File: src/rtl/grev_gorc_pkg.sv
package grev_gorc_pkg;
  localparam int MAX_STAGES = 6;
  localparam int WORD_STAGES = 5;

  typedef struct packed {
    logic [MAX_STAGES-1:0] stageEn;
    logic                  orMode;
    logic                  wordMode;
  } stage_ctrl_t;
endpackage

File: src/rtl/grev_gorc_ctrl.sv
module grev_gorc_ctrl
  import grev_gorc_pkg::*;
#(
  parameter int XLEN = 64,
  parameter int CTRL_W = 8
) (
  input  logic [CTRL_W-1:0] ctrlAmt,
  input  logic              orSel,
  input  logic              wordSel,
  output stage_ctrl_t       strobes
);
  localparam int STAGES = $clog2(XLEN);

  always_comb begin
    strobes.stageEn = '0;
    for (int k = 0; k < STAGES; k++) begin
      strobes.stageEn[k] = ctrlAmt[k] && !(wordSel && k >= WORD_STAGES);
    end
    strobes.orMode = orSel;
    strobes.wordMode = wordSel;
  end

  always_comb begin

    word_stage_cut_chk: assert (!(wordSel && strobes.stageEn[MAX_STAGES-1]));
  end
endmodule

File: src/rtl/grev_gorc_datapath.sv
module grev_gorc_datapath
  import grev_gorc_pkg::*;
#(
  parameter int XLEN = 64
) (
  input  logic [XLEN-1:0] opndIn,
  input  stage_ctrl_t     strobes,
  output logic [XLEN-1:0] resultOut,
  output logic            zeroOut
);
  localparam int STAGES = $clog2(XLEN);

  function automatic logic [XLEN-1:0] lowGroupMask(int k);
    logic [XLEN-1:0] m;
    for (int i = 0; i < XLEN; i++) m[i] = ((i >> k) & 1) == 0;
    return m;
  endfunction

  function automatic logic [XLEN-1:0] wordMask();
    logic [XLEN-1:0] m;
    for (int i = 0; i < XLEN; i++) m[i] = (i < 32);
    return m;
  endfunction

  localparam logic [XLEN-1:0] WORD_MASK = wordMask();

  logic [XLEN-1:0] maskedIn;
  logic [XLEN-1:0] stg [0:STAGES];

  assign maskedIn = strobes.wordMode ? (opndIn & WORD_MASK) : opndIn;
  assign stg[0] = maskedIn;

  for (genvar k = 0; k < STAGES; k++) begin : g_stage
    localparam logic [XLEN-1:0] LO = lowGroupMask(k);
    localparam int SH = 1 << k;
    logic [XLEN-1:0] swapped;
    assign swapped = ((stg[k] & LO) << SH) | ((stg[k] & ~LO) >> SH);
    assign stg[k+1] = !strobes.stageEn[k] ? stg[k] :
                      strobes.orMode ? (stg[k] | swapped) : swapped;
  end

  assign resultOut = stg[STAGES];
  assign zeroOut = (resultOut == '0);

  always_comb begin

    zero_ctrl_pass_chk: assert (strobes.stageEn != '0 || resultOut == maskedIn);

    grev_popcount_chk: assert (strobes.orMode || $countones(resultOut) == $countones(maskedIn));

    gorc_superset_chk: assert (!strobes.orMode || (resultOut & maskedIn) == maskedIn);

    zero_flag_chk: assert (zeroOut == (maskedIn == '0));
  end
endmodule

File: src/rtl/grev_gorc_unit.sv
module grev_gorc_unit
  import grev_gorc_pkg::*;
#(
  parameter int XLEN = 64,
  parameter int CTRL_W = 8
) (
  input  logic [XLEN-1:0]   opndIn,
  input  logic [CTRL_W-1:0] ctrlAmt,
  input  logic              orSel,
  input  logic              wordSel,
  output logic [XLEN-1:0]   resultOut,
  output logic              zeroOut
);
  stage_ctrl_t strobes;

  grev_gorc_ctrl #(.XLEN(XLEN), .CTRL_W(CTRL_W)) u_ctrl (
    .ctrlAmt(ctrlAmt), .orSel(orSel), .wordSel(wordSel), .strobes(strobes)
  );

  grev_gorc_datapath #(.XLEN(XLEN)) u_dp (
    .opndIn(opndIn), .strobes(strobes), .resultOut(resultOut), .zeroOut(zeroOut)
  );

  if (XLEN > 32) begin : g_upper_chk
    always_comb begin

      word_upper_zero_chk: assert (!wordSel || resultOut[XLEN-1:32] == '0);
    end
  end
endmodule

File: config.mk
export PLATFORM = sky130hd
export DESIGN_NAME = grev_gorc_unit
export DESIGN_NICKNAME = d
export VERILOG_FILES = /design/src/rtl/grev_gorc_pkg.sv /design/src/rtl/grev_gorc_ctrl.sv /design/src/rtl/grev_gorc_datapath.sv /design/src/rtl/grev_gorc_unit.sv
export SDC_FILE = /design/constraint.sdc
export NUM_CORES = 1
export LEC_CHECK = 0
export ABC_AREA = 1
export BUFFER_PORTS_ARGS = -buffer_cell sky130_fd_sc_hd__buf_2
export CORE_MARGIN = 1.5
export CORE_UTILIZATION = 55
export DETAILED_ROUTE_END_ITERATION = 16
export PLACE_DENSITY = 0.93
export SKIP_LAST_GASP = 1
export SYNTH_ARGS = -nofsm -noshare
export SYNTH_HDL_FRONTEND = slang
export SYNTH_HIERARCHICAL = 1
export SYNTH_SLANG_ARGS = --single-unit
File: constraint.sdc
create_clock -name vclk -period 3.65
set_input_delay 0.365 -clock vclk [all_inputs]
set_output_delay 0.365 -clock vclk [all_outputs]
set_load 0.005 [all_outputs]
# Word level (Yosys, flattened, before mapping)
# Cells that the tools add are included.
# op_classes
shift	0
magnitude_cmp	0
bitwise_logic	12
n_mul	0
eq_ne	0
n_addsub	0
n_mux	13
n_reduce_logical	3
n_div	0
# ops
operator	n
$mux W64	13
$or A64 B64 Y64	6
$logic_not A64 Y1	1
$or A64 B32 Y64	1
$or A64 B48 Y64	1
$or A64 B56 Y64	1
$or A64 B60 Y64	1
$or A64 B62 Y64	1
$or A64 B63 Y64	1
$logic_and A1 B1 Y1	1
$logic_not A1 Y1	1
# totals
mem_bits_rw	0
output_inout_bits	65
inputBits	74
word_cells	28
memories	0
reg_bits	0
mem_bits_ro	0
latchBits	0

# Logic depth before layout (Yosys ltp)
# Gate-level depths: netlist of the first run.
# logic_depth
word_depth	26
ltp_mapped	23

# By module
# The synthesis of the first run kept the hierarchy.
# modules_own_cells
module	instances	seq_area_each_um2	area_each_um2	cells_each
grev_gorc_datapath	1	0.0	5206.2	1366
grev_gorc_ctrl	1	0.0	62.6	9

# Worst setup path before layout of the first run
# No wires, ideal clock.
# synth_timing
kind	input -> output
from	input orSel
to	output zeroOut
cell_stages	22
path_buffers	2
path_slack_ps	1288
arrival_time_ps	1997
cell_sequence	buf_4 -> inv_2 -> nand2_2 -> buf_2 -> nand2_1 -> nand2_1 -> nand2_1 -> nand2_1 -> nand2_1 -> nand2_1 -> nand2_1 -> nand2_1 -> nand2_1 -> nand2_1 -> nand2_1 -> nand2_1 -> nor2_1 -> and2_1 -> nand2_1 -> nor2_1 -> nand2_1 -> nor2_1
# synth_between
elab_chain_cells	23
# synth_rtl
element	line_no	source
start: declaration	grev_gorc_unit.sv:9	input logic orSel,
$mux W64	grev_gorc_datapath.sv:39	strobes.orMode ? (stg[k] | swapped) : swapped;
$mux W64	grev_gorc_datapath.sv:38	assign stg[k+1] = !strobes.stageEn[k] ? stg[k] :
$or A64 B62 Y64	grev_gorc_datapath.sv:37	assign swapped = ((stg[k] & LO) << SH) | ((stg[k] & ~LO) >> SH);
$or A64 B64 Y64	grev_gorc_datapath.sv:39	
$mux W64	grev_gorc_datapath.sv:39	
$mux W64	grev_gorc_datapath.sv:38	
$or A64 B60 Y64	grev_gorc_datapath.sv:37	
$or A64 B64 Y64	grev_gorc_datapath.sv:39	
[8 not listed]	-	
$mux W64	grev_gorc_datapath.sv:39	
$mux W64	grev_gorc_datapath.sv:38	
$or A64 B32 Y64	grev_gorc_datapath.sv:37	
$or A64 B64 Y64	grev_gorc_datapath.sv:39	
$mux W64	grev_gorc_datapath.sv:39	
$mux W64 *	grev_gorc_datapath.sv:38	
named net resultOut[46]	grev_gorc_unit.sv:11	output logic [XLEN-1:0] resultOut,
$logic_not A64 Y1 *	grev_gorc_datapath.sv:43	assign zeroOut = (resultOut == '0);
end: declaration	grev_gorc_unit.sv:12	output logic zeroOut
# Mark *: on every way through the listed nets, which the timed path passes. The rest lies on a longest branch.

# Worst setup path in the final report of the first run
# layout_timing
from	input orSel
to	output zeroOut
# layout_between
elab_chain_cells	23
# layout_rtl
element	line_no
$mux W64	grev_gorc_datapath.sv:39
$mux W64	grev_gorc_datapath.sv:38
$or A64 B62 Y64	grev_gorc_datapath.sv:37
$or A64 B64 Y64	grev_gorc_datapath.sv:39
$mux W64	grev_gorc_datapath.sv:39
$mux W64	grev_gorc_datapath.sv:38
$or A64 B60 Y64	grev_gorc_datapath.sv:37
$or A64 B64 Y64	grev_gorc_datapath.sv:39
[7 not listed]	-
$or A64 B64 Y64	grev_gorc_datapath.sv:39
$mux W64	grev_gorc_datapath.sv:39
$mux W64	grev_gorc_datapath.sv:38
$or A64 B32 Y64	grev_gorc_datapath.sv:37
$or A64 B64 Y64	grev_gorc_datapath.sv:39
$mux W64	grev_gorc_datapath.sv:39
$mux W64 *	grev_gorc_datapath.sv:38
$logic_not A64 Y1 *	grev_gorc_datapath.sv:43
# Mark *: on every way between the ends. The rest lies on a longest branch, timed or not.

==> impl_metrics.csv, run 1 <==
group,metric,value,unit
outcome,status,"completed",
place,dp_hpwl,13400,um
layout,insertedDiodeCount,0,
timing,tightest_slew,601,ps
critical_path,crit_path_end,"zeroOut",
synth,syn_area_per_cell,3.83,um^2
power,power_frac_comb,1.000,
synth,syn-cell-area,0.00527,mm^2
critical_path,crit_path_end_kind,"output pin",
synth,yosysWarnings,6,
die,initial_utilization,0.568,
power,seqPwrFrac,0,
power,p_int,0.386,mW
place,gp_congestion,0.982,
synth,yosysSeqAreaShare,0,
timing,finalCritPeriodShare,0.852,
grt,antenna_found_initial,0,
min_path,min_path_type,"primary input to output pin",
die,die_y,101,um
layout,numSequentialCells,0,
die,io_pins,139,
grt,grt_max_degree,65,
power,leakagePower,4.38,nW
timing,min_period,3110,ps
timing,fin_ws,541,ps
layout,nClkBuffers,0,
synth,synth_cells,1375,
die,core-area,0.00928,mm^2
synth,synth_cell_types,13,
route,wl_per_cell,11.0,um
grt,grt_pass1_wl,29400,um
timing,report.final.slew_viol_count,0,
route,via_per_inst,5.28,
critical_path,crit_chain,"buf_2 -> inv_2 -> nand2_2 -> buf_4 -> nand2_1 -> nand2_1 -> nand2_1 -> nand2_1 -> nand2_1 -> nand2_1 -> nand2_1 -> nand2_1 -> nand2_1 -> nand2_1 -> nand2_1 -> nand2_1 -> nor2_1 -> and2_1 -> nand2_1 -> nor2_1 -> nand2_1 -> nor2_1 -> buf_2",
critical_path,cp.required,3280,ps
critical_path,worst-path-max-fanout,64,
cts,hold_buffers,0,
route,drc_errors,0,
timing,max_freq,0.322,GHz
die,die_area,0.0102,mm^2
cts,postCtsResizedCells,0,
critical_path,path_common_cell,"nand2_1",
critical_path,startpoint_type,"primary input",
timing,hold_violations,0,
grt,overflow,0,
route,routed_wl,17200,um
power,p_sw,0.790,mW
route,drtIter0Drc,1095,
place,pre_cts_slack,631,ps
timing,setup_tns,0,ps
route,vias,8262,
timing,slew_headroom,0.599,
timing,grt_setup_unrepaired,"no",
critical_path,cpPeakStageDelay,460,ps
power,swShare,0.672,
critical_path,cp.arrival,2740,ps
grt,grt_pass1_vias,7150,
power,power.share.clock,0,
die,fp.dieW,101,um
critical_path,critPathLaunch,"orSel",
synth,synth_fp_nets,1449,
layout,ff_latch_area,0,um^2
power,powerDensity,202,mW/mm^2
critical_path,critPathSlowestCell,"buf_4",
run,drv_cap,0,
timing,setup_viol,0,
layout,fin_nets,1511,
grt,track_usage,0.346,
route,antenna_left,0,
route,dr.pass1.iters,6,
cts,cts_setup_buffers,0,
layout,layout-drive-gt1-share,0.109,
power,ir_worst_vdd,142,uV
critical_path,setup.worst_path.class,"primary input to output pin",
die,rows,35,
place,io_buffer_count,137,
layout,synthToLayoutAreaGrowth,10.3,%
==> worst min-delay path by stage <==
stage	end	cells after the start	slack, ps	startpoint
detailed placement	resultOut[41]	6	1260	ctrlAmt[4]
floorplan	resultOut[14]	4	1060	wordSel
finish	resultOut[41]	6	1260	ctrlAmt[4]
global route	resultOut[41]	6	1320	ctrlAmt[4]
global placement	resultOut[41]	6	1260	ctrlAmt[4]
CTS	resultOut[41]	6	1260	ctrlAmt[4]
==> worst max-delay path, delay by kind of cell <==
kind | cells | cell delay, ps
and+or+nand+nor | 19 | 1660
buffers and inverters | 4 | 710
==> Yosys cell counts, drive strengths merged <==
library cell / instances / share of area
buf: 49 / 0.047
inv: 40 / 0.028
nand3b: 1 / 0.0014
clkbuf: 40 / 0.028
and2: 3 / 0.0036
nand4: 11 / 0.013
nand2: 1166 / 0.83
nor2: 65 / 0.047
==> power by group through the flow <==
stage                     Clock, mW  Sequential, mW  Combinational [mW]
after global placement            0               0                1.10
after CTS                         0               0                1.14
after detailed placement          0               0                1.14
after floorplan                   0               0               0.802
after global routing              0               0                1.34
final                             0               0                1.18
==> layout by cell type (no fill, tap or decap) <==
master / instances
inv_2: 6
buf_2: 137
and2_1: 3
nor2_4: 1
nand3b_1: 1
nor2_1: 64
nand2_1: 1165
inv_1: 34
nand4_1: 11
buf_4: 12
nand2_2: 1
==> final cells by class <==
class	instances	area, um^2
fillers	860	3470
repair buffers	149	776
well taps	129	161
multi-input cells	1246	4730
inverters	40	150
==> kinds of logic after synthesis <==
family                 after synthesis  synth area share
AND/OR/NAND/NOR                   1246             0.896
buffers and inverters              129             0.104
==> stage by stage <==
step	total power [mW]	std cells	cell area, um^2	hold WS (ps)	utilization
6_report	1.18	1564	5810	1260	0.626
2_1_floorplan	0.802	1375	5270	1060	-
4_1_cts	1.14	1564	5810	1260	0.626
3_5_place_dp	1.14	1564	5810	1260	0.626
5_1_grt	1.34	1564	5810	1320	0.626
3_3_place_gp	1.10	1564	5810	1260	0.626
==> per-layer routing <==
| metal | vias up | share of wire | wire (um) | GRT usage |
|---|---|---|---|---|
| li1 | 4148 | - | - | - |
| met1 | 3508 | 0.36 | 6230 | 0.386 |
| met2 | 484 | 0.47 | 8180 | 0.604 |
| met3 | 122 | 0.097 | 1680 | 0.0506 |
| met4 | 0 | 0.066 | 1140 | 0.242 |
| met5 | - | 0 | 0 | 0 |
No activity file was read; power rests on OpenSTA's default activity.
==> run 2: changes to the inputs <==
Settings changed: CORE_UTILIZATION 55 to 60, PLACE_DENSITY 0.93 to 0.95.
==> run 2 against run 1 <==
  * Critical path depth unchanged
  * Worst setup slack got worse by 5.1 ps
  * Non-clock buffer count increased by 1
  * Global-route usage increased by 2.7 points
  * First-iteration DRC count decreased by 1.6%
  * Flip-flop and latch count unchanged
  * Via count increased by 0.51%
  * Combinational power about the same
  * Total power increased by 0.23%
  * Die area decreased by 8.1%
  * Design area decreased by 0.32%
  * Clock-buffer cell count unchanged
==> impl_metrics.csv, run 2 (same netlist as run 1, synthesis figures left out) <==
group,metric,value,unit
critical_path,startpoint_type,"primary input",
timing,hold_violations,0,
die,initial_utilization,0.613,
route,via_per_inst,5.38,
route,antenna_left,0,
layout,final_cell_mix,"1165 x nand2_1, 137 x buf_2, 64 x nor2_1",
place,dp_hpwl,13400,um
cts,cts_setup_buffers,0,
timing,report.final.slew_viol_count,0,
timing,fin_ws,536,ps
grt,track_usage,0.374,
route,wl_per_cell,11.2,um
power,powerDensity,203,mW/mm^2
grt,grt_max_degree,65,
grt,grt_pass1_wl,30400,um
cts,postCtsResizedCells,0,
layout,numSequentialCells,0,
critical_path,cp.arrival,2750,ps
grt,grt_pass1_vias,7230,
layout,final_common_cell,"nand2_1",
timing,setup_viol,0,
power,p_total,1.18,mW
power,leakagePower,4.38,nW
timing,setup_tns,0,ps
route,drc_errors,0,
grt,overflow,0,
die,die_area,0.00935,mm^2
layout,synthToLayoutAreaGrowth,9.97,%
critical_path,worst-path-max-fanout,64,
layout,nClkBuffers,0,
critical_path,crit_path_end_kind,"output pin",
timing,slew_headroom,0.594,
min_path,min_path_type,"primary input to output pin",
critical_path,cp.required,3280,ps
critical_path,path_common_cell,"nand2_1",
timing,tightest_slew,609,ps
critical_path,critPathSlowestCell,"buf_4",
route,routed_wl,17200,um
timing,fin_hold_ws,1540,ps
layout,layout-drive-gt1-share,0.110,
place,pre_cts_slack,621,ps
timing,finalCritPeriodShare,0.853,
cts,hold_buffers,0,
outcome,status,"completed",
critical_path,crit_chain,"buf_2 -> inv_2 -> nand2_2 -> buf_4 -> nand2_1 -> nand2_1 -> nand2_1 -> nand2_1 -> nand2_1 -> nand2_1 -> nand2_1 -> nand2_1 -> nand2_1 -> nand2_1 -> nand2_1 -> nand2_1 -> nor2_1 -> and2_1 -> nand2_1 -> nor2_1 -> nand2_1 -> nor2_1 -> buf_2",
run,drv_cap,0,
layout,fin_nets,1512,
die,core-area,0.00859,mm^2
route,dr.pass1.iters,7,
die,io_pins,139,
die,fp.dieW,96.7,um
place,place_inst,1544,
power,ir_worst_vdd,180,uV
timing,max_freq,0.321,GHz
place,io_buffer_count,137,
grt,antenna_found_initial,0,
die,rows,34,
timing,grt_setup_unrepaired,"no",
route,vias,8304,
layout,ff_latch_area,0,um^2
critical_path,cpPeakStageDelay,460,ps
layout,insertedDiodeCount,0,
timing,min_period,3110,ps
layout,fin_cells,1544,
route,drtIter0Drc,1078,
critical_path,setup.worst_path.class,"primary input to output pin",
place,gp_congestion,1.00,
die,die_y,96.7,um
## run 2: report_power, final
group / internal, mW / switching [mW] / total [mW]
Clock: 0 / 0 / 0
Combinational: 0.387 / 0.792 / 1.18
Sequential: 0 / 0 / 0
## run 2: layer usage
metal	track usage	vias to the layer above	wire length (um)
met5	0	-	0
met4	0.242	0	1060
met3	0.0542	132	1670
met2	0.639	514	8180
met1	0.433	3499	6320
li1	-	4159	-
## run 2: area by class of cell
cell class                 instances  area [um^2]
multi-input combinational       1246         4730
tap                              108          135
timing repair buffer             150          783
fill                             723         2800
inverter                          40          150
## run 2: worst paths after layout
path  startpoint            to  slack, ps  cells past startpoint
min   ctrlAmt[3]  resultOut[5]       1540                      8
max        orSel       zeroOut        540                     23
## run 2: metrics by stage
step	instance area, um^2	util
floorplan	5270	-
global placement	5790	0.674
detailed placement	5790	0.674
global route	5790	0.674
CTS	5790	0.674
finish	5790	0.674
## run 2: worst max-delay path: cells and delay by family
family	cells	cell delay, ps
buffers and inverters	4	730
and+or+nand+nor	19	1620
